--- src/rtl/meancov_pkg.sv ---
// Shared types for the mean/covariance unit.
// Assumes: result kind codes are fixed, because downstream logic decodes them.
package meancov_pkg;

    typedef enum logic [1:0] {
        KIND_MEAN = 2'd0,
        KIND_DEV  = 2'd1,
        KIND_COV  = 2'd2
    } res_kind_t;

    typedef enum logic [2:0] {
        ST_IDLE,
        ST_RUN,
        ST_DRAIN,
        ST_DIVL,
        ST_DIV
    } seq_state_t;

endpackage

--- src/rtl/meancov_divider.sv ---
// Restoring divider of a signed dividend by an unsigned divisor.
// It takes NUM_W cycles after start. The quotient is truncated toward zero and
// is valid in the cycle done is high.
// Assumes: den is nonzero and start is only raised while busy is low.
module meancov_divider #(
    parameter int NUM_W = 40,
    parameter int DEN_W = 7
) (
    input  logic                    clk,
    input  logic                    rst_n,
    input  logic                    start,
    input  logic signed [NUM_W-1:0] num,
    input  logic [DEN_W-1:0]        den,
    output logic                    busy,
    output logic                    done,
    output logic signed [NUM_W-1:0] quo
);
    localparam int STEP_W = $clog2(NUM_W + 1);

    logic [NUM_W-1:0]  q_sh;
    logic [DEN_W:0]    rem;
    logic [DEN_W:0]    shifted;
    logic [STEP_W-1:0] steps;
    logic              neg;
    logic [DEN_W-1:0]  den_q;

    // Partial remainder with the next dividend bit shifted in.
    always_comb begin
        shifted = {rem[DEN_W-1:0], q_sh[NUM_W-1]};
    end

    assign quo = neg ? -$signed(q_sh) : $signed(q_sh);

    // One restoring step per cycle; the sign is restored at the output.
    always_ff @(posedge clk) begin
        if (!rst_n) begin
            q_sh  <= '0;
            rem   <= '0;
            steps <= '0;
            neg   <= 1'b0;
            den_q <= '0;
            busy  <= 1'b0;
            done  <= 1'b0;
        end else begin
            done <= 1'b0;
            if (start && !busy) begin
                busy  <= 1'b1;
                steps <= STEP_W'(NUM_W);
                neg   <= num[NUM_W-1];
                q_sh  <= num[NUM_W-1] ? NUM_W'(-num) : NUM_W'(num);
                rem   <= '0;
                den_q <= den;
            end else if (busy) begin
                if (shifted >= {1'b0, den_q}) begin
                    rem  <= shifted - {1'b0, den_q};
                    q_sh <= {q_sh[NUM_W-2:0], 1'b1};
                end else begin
                    rem  <= shifted;
                    q_sh <= {q_sh[NUM_W-2:0], 1'b0};
                end
                steps <= steps - STEP_W'(1);
                if (steps == STEP_W'(1)) begin
                    busy <= 1'b0;
                    done <= 1'b1;
                end
            end
        end
    end

endmodule

--- src/rtl/meancov_accum.sv ---
// Accumulator: an adder whose registered sum feeds back to one of its inputs.
// Assumes: clear and add_en are never needed together; clear wins if they are.
module meancov_accum #(
    parameter int ACC_W = 40
) (
    input  logic                    clk,
    input  logic                    rst_n,
    input  logic                    clear,
    input  logic                    add_en,
    input  logic signed [ACC_W-1:0] term,
    output logic signed [ACC_W-1:0] acc
);
    // Clear at each new result, otherwise add one term per enabled cycle.
    always_ff @(posedge clk) begin
        if (!rst_n || clear) begin
            acc <= '0;
        end else if (add_en) begin
            acc <= acc + term;
        end
    end

endmodule

--- src/rtl/meancov_seq.sv ---
// Pass sequencer. It issues one read per cycle for n cycles per result and
// waits for the divider between passes. It steps through the means and then
// the covariance pairs i <= j in row-major order.
// Assumes: cfg_dims >= 1 and cfg_count >= 2 when start is seen.
module meancov_seq
    import meancov_pkg::*;
#(
    parameter int DIM_W  = 4,
    parameter int CNT_W  = 7,
    parameter int ADDR_W = 10
) (
    input  logic              clk,
    input  logic              rst_n,
    input  logic              start,
    input  logic [DIM_W-1:0]  cfg_dims,
    input  logic [CNT_W-1:0]  cfg_count,
    input  logic              div_done,
    output logic              rd_en,
    output logic [ADDR_W-1:0] rd_addr_a,
    output logic [ADDR_W-1:0] rd_addr_b,
    output logic              phase_cov,
    output logic [DIM_W-1:0]  idx_i,
    output logic [DIM_W-1:0]  idx_j,
    output logic [ADDR_W-1:0] cov_idx,
    output logic [CNT_W-1:0]  n_cfg,
    output logic              div_start,
    output logic              acc_clear,
    output logic              busy,
    output logic              done
);
    seq_state_t        state;
    logic [DIM_W-1:0]  m_q;
    logic [CNT_W-1:0]  k;
    logic [ADDR_W-1:0] base;
    logic              last_k, last_i, last_j;

    assign rd_en     = (state == ST_RUN);
    assign rd_addr_a = base + ADDR_W'(idx_i);
    assign rd_addr_b = base + ADDR_W'(idx_j);
    assign div_start = (state == ST_DIVL);
    assign acc_clear = (state == ST_IDLE) || div_done;
    assign busy      = (state != ST_IDLE);
    assign last_k    = (k == n_cfg - CNT_W'(1));
    assign last_i    = (idx_i == m_q - DIM_W'(1));
    assign last_j    = (idx_j == m_q - DIM_W'(1));

    // State, pass indices and the running row base k*m.
    always_ff @(posedge clk) begin
        if (!rst_n) begin
            state     <= ST_IDLE;
            m_q       <= '0;
            n_cfg     <= '0;
            k         <= '0;
            base      <= '0;
            phase_cov <= 1'b0;
            idx_i     <= '0;
            idx_j     <= '0;
            cov_idx   <= '0;
            done      <= 1'b0;
        end else begin
            done <= 1'b0;
            case (state)
                ST_IDLE: if (start) begin
                    m_q       <= cfg_dims;
                    n_cfg     <= cfg_count;
                    k         <= '0;
                    base      <= '0;
                    phase_cov <= 1'b0;
                    idx_i     <= '0;
                    idx_j     <= '0;
                    cov_idx   <= '0;
                    state     <= ST_RUN;
                end
                ST_RUN: begin
                    if (last_k) begin
                        k     <= '0;
                        base  <= '0;
                        state <= ST_DRAIN;
                    end else begin
                        k    <= k + CNT_W'(1);
                        base <= base + ADDR_W'(m_q);
                    end
                end
                ST_DRAIN: state <= ST_DIVL;
                ST_DIVL:  state <= ST_DIV;
                ST_DIV: if (div_done) begin
                    state <= ST_RUN;
                    if (!phase_cov) begin
                        if (last_i) begin
                            phase_cov <= 1'b1;
                            idx_i     <= '0;
                            idx_j     <= '0;
                        end else begin
                            idx_i <= idx_i + DIM_W'(1);
                            idx_j <= idx_i + DIM_W'(1);
                        end
                    end else begin
                        cov_idx <= cov_idx + ADDR_W'(1);
                        if (last_j) begin
                            if (last_i) begin
                                state <= ST_IDLE;
                                done  <= 1'b1;
                            end else begin
                                idx_i <= idx_i + DIM_W'(1);
                                idx_j <= idx_i + DIM_W'(1);
                            end
                        end else begin
                            idx_j <= idx_j + DIM_W'(1);
                        end
                    end
                end
                default: state <= ST_IDLE;
            endcase
        end
    end

endmodule

--- src/rtl/meancov_engine.sv ---
// Streaming mean and covariance unit, top level.
// It is built from a sequencer, a one-stage read pipeline, deviation and
// product logic, an accumulator and a shared divider. It also holds the
// result write port.
// Assumes: the sample memory returns data one cycle after rd_en/address,
// and samples are signed Q8.8.
module meancov_engine
    import meancov_pkg::*;
#(
    parameter int DIM_MAX = 8,
    parameter int CNT_MAX = 64,
    parameter int DATA_W  = 16,
    parameter int ACC_W   = 40,
    parameter int DIM_W   = $clog2(DIM_MAX + 1),
    parameter int CNT_W   = $clog2(CNT_MAX + 1),
    parameter int ADDR_W  = $clog2(DIM_MAX * CNT_MAX + DIM_MAX * DIM_MAX)
) (
    input  logic              clk,
    input  logic              rst_n,
    input  logic              start,
    input  logic [DIM_W-1:0]  cfg_dims,
    input  logic [CNT_W-1:0]  cfg_count,
    output logic              rd_en,
    output logic [ADDR_W-1:0] rd_addr_a,
    output logic [ADDR_W-1:0] rd_addr_b,
    input  logic [DATA_W-1:0] rd_data_a,
    input  logic [DATA_W-1:0] rd_data_b,
    output logic              wr_valid,
    output logic [1:0]        wr_kind,
    output logic [ADDR_W-1:0] wr_addr,
    output logic [ACC_W-1:0]  wr_data,
    output logic              busy,
    output logic              done
);
    localparam int DEV_W  = DATA_W + 1;
    localparam int PROD_W = 2 * DEV_W;
    localparam int RF_N   = 1 << DIM_W;

    logic              phase_cov, div_start, acc_clear, div_done, div_busy;
    logic [DIM_W-1:0]  idx_i, idx_j;
    logic [ADDR_W-1:0] cov_idx;
    logic [CNT_W-1:0]  n_cfg;

    logic              pend_v, pend_diag, pend_cov;
    logic [ADDR_W-1:0] pend_addr;
    logic [DIM_W-1:0]  pend_i, pend_j;

    logic [DATA_W-1:0]        mean_rf [RF_N];
    logic signed [DEV_W-1:0]  dev_a, dev_b;
    logic signed [PROD_W-1:0] prod;
    logic signed [ACC_W-1:0]  term, acc, quo;
    logic [CNT_W-1:0]         den;

    meancov_seq #(.DIM_W(DIM_W), .CNT_W(CNT_W), .ADDR_W(ADDR_W)) u_seq (
        .clk(clk), .rst_n(rst_n), .start(start),
        .cfg_dims(cfg_dims), .cfg_count(cfg_count), .div_done(div_done),
        .rd_en(rd_en), .rd_addr_a(rd_addr_a), .rd_addr_b(rd_addr_b),
        .phase_cov(phase_cov), .idx_i(idx_i), .idx_j(idx_j),
        .cov_idx(cov_idx), .n_cfg(n_cfg), .div_start(div_start),
        .acc_clear(acc_clear), .busy(busy), .done(done)
    );

    // Tag each returning sample with the pass it belongs to.
    always_ff @(posedge clk) begin
        if (!rst_n) begin
            pend_v    <= 1'b0;
            pend_diag <= 1'b0;
            pend_cov  <= 1'b0;
            pend_addr <= '0;
            pend_i    <= '0;
            pend_j    <= '0;
        end else begin
            pend_v    <= rd_en;
            pend_diag <= phase_cov && (idx_i == idx_j);
            pend_cov  <= phase_cov;
            pend_addr <= rd_addr_a;
            pend_i    <= idx_i;
            pend_j    <= idx_j;
        end
    end

    // Deviation from the stored mean and the product of the two deviations.
    always_comb begin
        dev_a = $signed({rd_data_a[DATA_W-1], rd_data_a})
              - $signed({mean_rf[pend_i][DATA_W-1], mean_rf[pend_i]});
        dev_b = $signed({rd_data_b[DATA_W-1], rd_data_b})
              - $signed({mean_rf[pend_j][DATA_W-1], mean_rf[pend_j]});
        prod  = dev_a * dev_b;
        if (pend_cov) begin
            term = {{(ACC_W-PROD_W){prod[PROD_W-1]}}, prod};
        end else begin
            term = {{(ACC_W-DATA_W){rd_data_a[DATA_W-1]}}, rd_data_a};
        end
        den = phase_cov ? (n_cfg - CNT_W'(1)) : n_cfg;
    end

    meancov_accum #(.ACC_W(ACC_W)) u_acc (
        .clk(clk), .rst_n(rst_n), .clear(acc_clear),
        .add_en(pend_v), .term(term), .acc(acc)
    );

    meancov_divider #(.NUM_W(ACC_W), .DEN_W(CNT_W)) u_div (
        .clk(clk), .rst_n(rst_n), .start(div_start), .num(acc),
        .den(den), .busy(div_busy), .done(div_done), .quo(quo)
    );

    // Keep each finished mean for the covariance passes.
    always_ff @(posedge clk) begin
        if (!rst_n) begin
            for (int e = 0; e < RF_N; e++) begin
                mean_rf[e] <= '0;
            end
        end else if (div_done && !phase_cov) begin
            mean_rf[idx_i] <= quo[DATA_W-1:0];
        end
    end

    // Result port: divider results take the slot, deviations fill the passes.
    always_ff @(posedge clk) begin
        if (!rst_n) begin
            wr_valid <= 1'b0;
            wr_kind  <= KIND_MEAN;
            wr_addr  <= '0;
            wr_data  <= '0;
        end else begin
            wr_valid <= 1'b0;
            if (div_done) begin
                wr_valid <= 1'b1;
                wr_kind  <= phase_cov ? KIND_COV : KIND_MEAN;
                wr_addr  <= phase_cov ? cov_idx : ADDR_W'(idx_i);
                wr_data  <= quo;
            end else if (pend_v && pend_diag) begin
                wr_valid <= 1'b1;
                wr_kind  <= KIND_DEV;
                wr_addr  <= pend_addr;
                wr_data  <= {{(ACC_W-DEV_W){dev_a[DEV_W-1]}}, dev_a};
            end
        end
    end

endmodule

--- config.mk ---
export PLATFORM = sky130hd
export DESIGN_NAME = meancov_engine
export DESIGN_NICKNAME = d
export VERILOG_FILES = /design/src/rtl/meancov_pkg.sv /design/src/rtl/meancov_divider.sv /design/src/rtl/meancov_accum.sv /design/src/rtl/meancov_seq.sv /design/src/rtl/meancov_engine.sv
export SDC_FILE = /design/constraint.sdc
export NUM_CORES = 2
export LEC_CHECK = 0
export BUFFER_PORTS_ARGS = -buffer_cell sky130_fd_sc_hd__buf_2
export CAP_MARGIN = 5
export CELL_PAD_IN_SITES_DETAIL_PLACEMENT = 1
export CELL_PAD_IN_SITES_GLOBAL_PLACEMENT = 2
export CORE_UTILIZATION = 46
export DETAILED_ROUTE_END_ITERATION = 10
export GPL_ROUTABILITY_DRIVEN = 0
export MAX_ROUTING_LAYER = met4
export PLACE_DENSITY = 0.86
export SLEW_MARGIN = 40
export SYNTH_ARGS = -nofsm -noshare
export SYNTH_HDL_FRONTEND = slang
export SYNTH_HIERARCHICAL = 1
export SYNTH_SLANG_ARGS = --single-unit
--- constraint.sdc ---
create_clock -name clk -period 32.8 [get_ports clk]
set_input_delay 3.28 -clock clk [delete_from_list [all_inputs] [get_ports clk]]
set_output_delay 3.28 -clock clk [all_outputs]
set_load 0.03 [all_outputs]
==> results.json <==
{
  "holdPathStages": 2,
  "max_stage_delay_ps": 850,
  "synth_cell_types": 110,
  "startpoint_type": "input pin",
  "most-common-layout-cells": "401 x inv_1, 353 x nand2_1, 324 x and2_1",
  "clock-skew-final_ps": 54.7,
  "dr_wl_met3_mm": 9.44,
  "arrival_ps": 13790,
  "post_cts_resized": 0,
  "synth_fp_nets": 4547,
  "clk_latency_ps": 680,
  "synth_edf_count": 256,
  "min_from": "u_div/den_q[5]$_SDFFE_PN0P_",
  "met2_length_mm": 63.2,
  "dpl_cell_area_um2": 42700,
  "worst_slew_pin_slew_ps": 937,
  "cp_num_buf_inv": 4,
  "synthFlopType": "edfxtp_1",
  "drive_gt1_share_pct": 14.8,
  "die_w_um": 299,
  "final.fill_count": 9640,
  "worstSetupEndpointType": "flip-flop",
  "via_count": 31495,
  "cts.htree.levels": 2,
  "final_common_cell": "inv_1",
  "cp_common_cell": "fa_1",
  "slowest_stage": "fa_1",
  "vias_per_cell": 5.99,
  "syn_inst": 4012,
  "wl_per_cell_um": 25.3,
  "seq_area_um2": 12300,
  "syn_avg_cell_area_um2": 10.1,
  "grt_max_degree": 57,
  "gr-usage-all-layers_pct": 31.1,
  "hold-worst-slack_ps": 453,
  "drt_iter0_markers": 2338,
  "setup_tns_ps": 0,
  "drt_pass1_iterations": 7,
  "critPathTopFamily": "adder cells",
  "async_reset_ff_share_pct": 0,
  "drtAntennaViolNets": 0,
  "die_area_um2": 89700,
  "core_area_um2": 87200,
  "r2r_setup_slack_ps": 20130,
  "yosys_warnings": 6,
  "area_delta_synth_final_pct": 9.81,
  "cts_setup_buffers": 0,
  "antenna_found_initial": 7,
  "crit_required_ps": 33370,
  "finalNetCount": 4590,
  "dpl.hpwl_mm": 97.7,
  "fin_area_um2": 44700,
  "ys_seq_elements": 484,
  "status": "completed",
  "finalNonFillerCells": 5258,
  "cts_hold_buf": 0,
  "wirelength_mm": 133,
  "cts.clk_slew.worst_paths_ps": 60,
  "fin_crit_sh_pct": 40.3,
  "wl_met1_mm": 56.4,
  "initial_core_util_pct": 46.7,
  "crit_type": "in -> reg",
  "multi_input_area_um2": 26300,
  "netlist_area_um2": 40700,
  "min_to": "u_div/den_q[5]$_SDFFE_PN0P_",
  "max-cap-violations": 0,
  "top_layer_used": "met4",
  "worst-r2r-cell-count": 37,
  "cts_root_buf": "clkbuf_16",
  "hold_viol_final": 0,
  "grt_pass1_vias": 33574,
  "fmax_mhz": 75.7,
  "ios": 122,
  "setup_viol_count_final": 0,
  "portBuffers": 121,
  "rows": 108,
  "cts_sinks": 484,
  "grt_pass1_wl_mm": 206,
  "die_h_um": 299,
  "slew_headroom_pct": 37.1,
  "drc": 0,
  "clock_path_buffers": 3,
  "place_inst": 5151,
  "worstHoldPathType": "reg -> reg",
  "cts_buffers": 55,
  "cts_tree": "done",
  "rsz0062_at_grt": "false",
  "path_max_fanout": 22,
  "post-route-min-period_ps": 13210,
  "seq_area_frac_synth_pct": 30.1,
  "grt.overflow.total": 0,
  "r2r-end": "u_acc/acc[39]$_SDFFE_PP0P_",
  "maxSlewViolCount": 0
}
==> worst max path at each step <==
stage	from	to	slack (ps)	cells past startpoint
finish	rd_data_a[0]	u_acc/acc[39]$_SDFFE_PP0P_	19590	37
global route	rd_data_a[0]	u_acc/acc[39]$_SDFFE_PP0P_	19130	37
CTS	rd_data_a[0]	u_acc/acc[39]$_SDFFE_PP0P_	19480	37
detailed placement	rd_data_a[0]	u_acc/acc[39]$_SDFFE_PP0P_	18810	37
global placement	rd_data_a[0]	u_acc/acc[39]$_SDFFE_PP0P_	19090	37
floorplan	rd_data_a[0]	u_acc/acc[36]$_SDFFE_PP0P_	20390	35
==> registers in the layout (all words and copies together) (netlist names), 10 cells and up, named ones only <==
name and count:
mean_rf 256, u_acc/acc 40, u_div/q_sh 40, wr_data 40, pend_addr 10, u_seq/base 10
u_seq/cov_idx 10, wr_addr 10
==> metrics by stage <==
| step | util (%) | setup WS, ps |
|---|---|---|
| after floorplan | - | 20390 |
| after global placement | 48.8 | 19090 |
| after detailed placement | 49.0 | 18810 |
| after CTS | 51.2 | 19480 |
| after global routing | 51.3 | 19130 |
| final | 51.3 | 19590 |
==> final cells by class <==
class,count,area share [%]
repair buffers,207,2.83
diodes,2,0.0112
well taps,1155,3.23
clock buffers,72,3.38
multi-input cells,2903,58.9
flip-flops and latches,484,27.5
clock inverters,31,0.818
inverters,404,3.40
==> metal layers <==
| layer | vias to the layer above | track usage, % |
|---|---|---|
| li1 | 14014 | - |
| met1 | 16231 | 40.7 |
| met2 | 1044 | 50.2 |
| met3 | 206 | 4.52 |
| met4 | 0 | 8.83 |
| met5 | - | - |
==> worst min-delay path: cells and delay by family, from the launching register on <==
kind / cells / cell delay (ps)
AO/OA/AOI/OAI: 1 / 50
flip-flops: 1 / 300
AND/OR/NAND/NOR: 1 / 50
==> logic make-up (layout without fill, tap and decap cells) <==
| logic type | Yosys count | in the layout | share of synthesized area, % |
|---|---|---|---|
| xor gates and xnor gates | 232 | 232 | 5.08 |
| AOI/OAI and AO/OA | 662 | 662 | 11.4 |
| other | 0 | 2 | 0 |
| and+or+nand+nor | 1303 | 1303 | 16.4 |
| adders and majority gates | 489 | 489 | 20.6 |
| DFF | 484 | 484 | 30.1 |
| buffers and inverters | 625 | 714 | 6.06 |
| muxes | 217 | 217 | 10.3 |
==> Yosys cell counts, types with 19 or more instances <==
master	n	area [um^2]
inv_1	403	1510
nand2_1	355	1330
and2_1	325	2030
fa_1	304	6090
edfxtp_1	256	7690
nor2_1	245	920
dfxtp_1	228	4560
ha_1	185	2310
clkbuf_1	166	623
mux4_2	160	3600
a21oi_1	150	751
o21ai_0	131	656
xnor2_1	122	1070
xor2_1	106	928
nand3_1	69	345
nor2b_1	49	307
a21o_1	47	353
mux2i_1	44	440
nor3_1	43	215
a211oi_1	39	293
nand2b_1	39	244
a31oi_1	37	231
or3_1	33	206
a221o_1	25	250
and3_1	25	156
buf_2	25	125
nand4_1	22	138
o211ai_1	21	158
o21a_1	21	158
o31ai_1	19	143
Power is left out: the tool's default activity adds up to more than one toggle a clock period on the data nets, which glitch-free logic cannot reach.
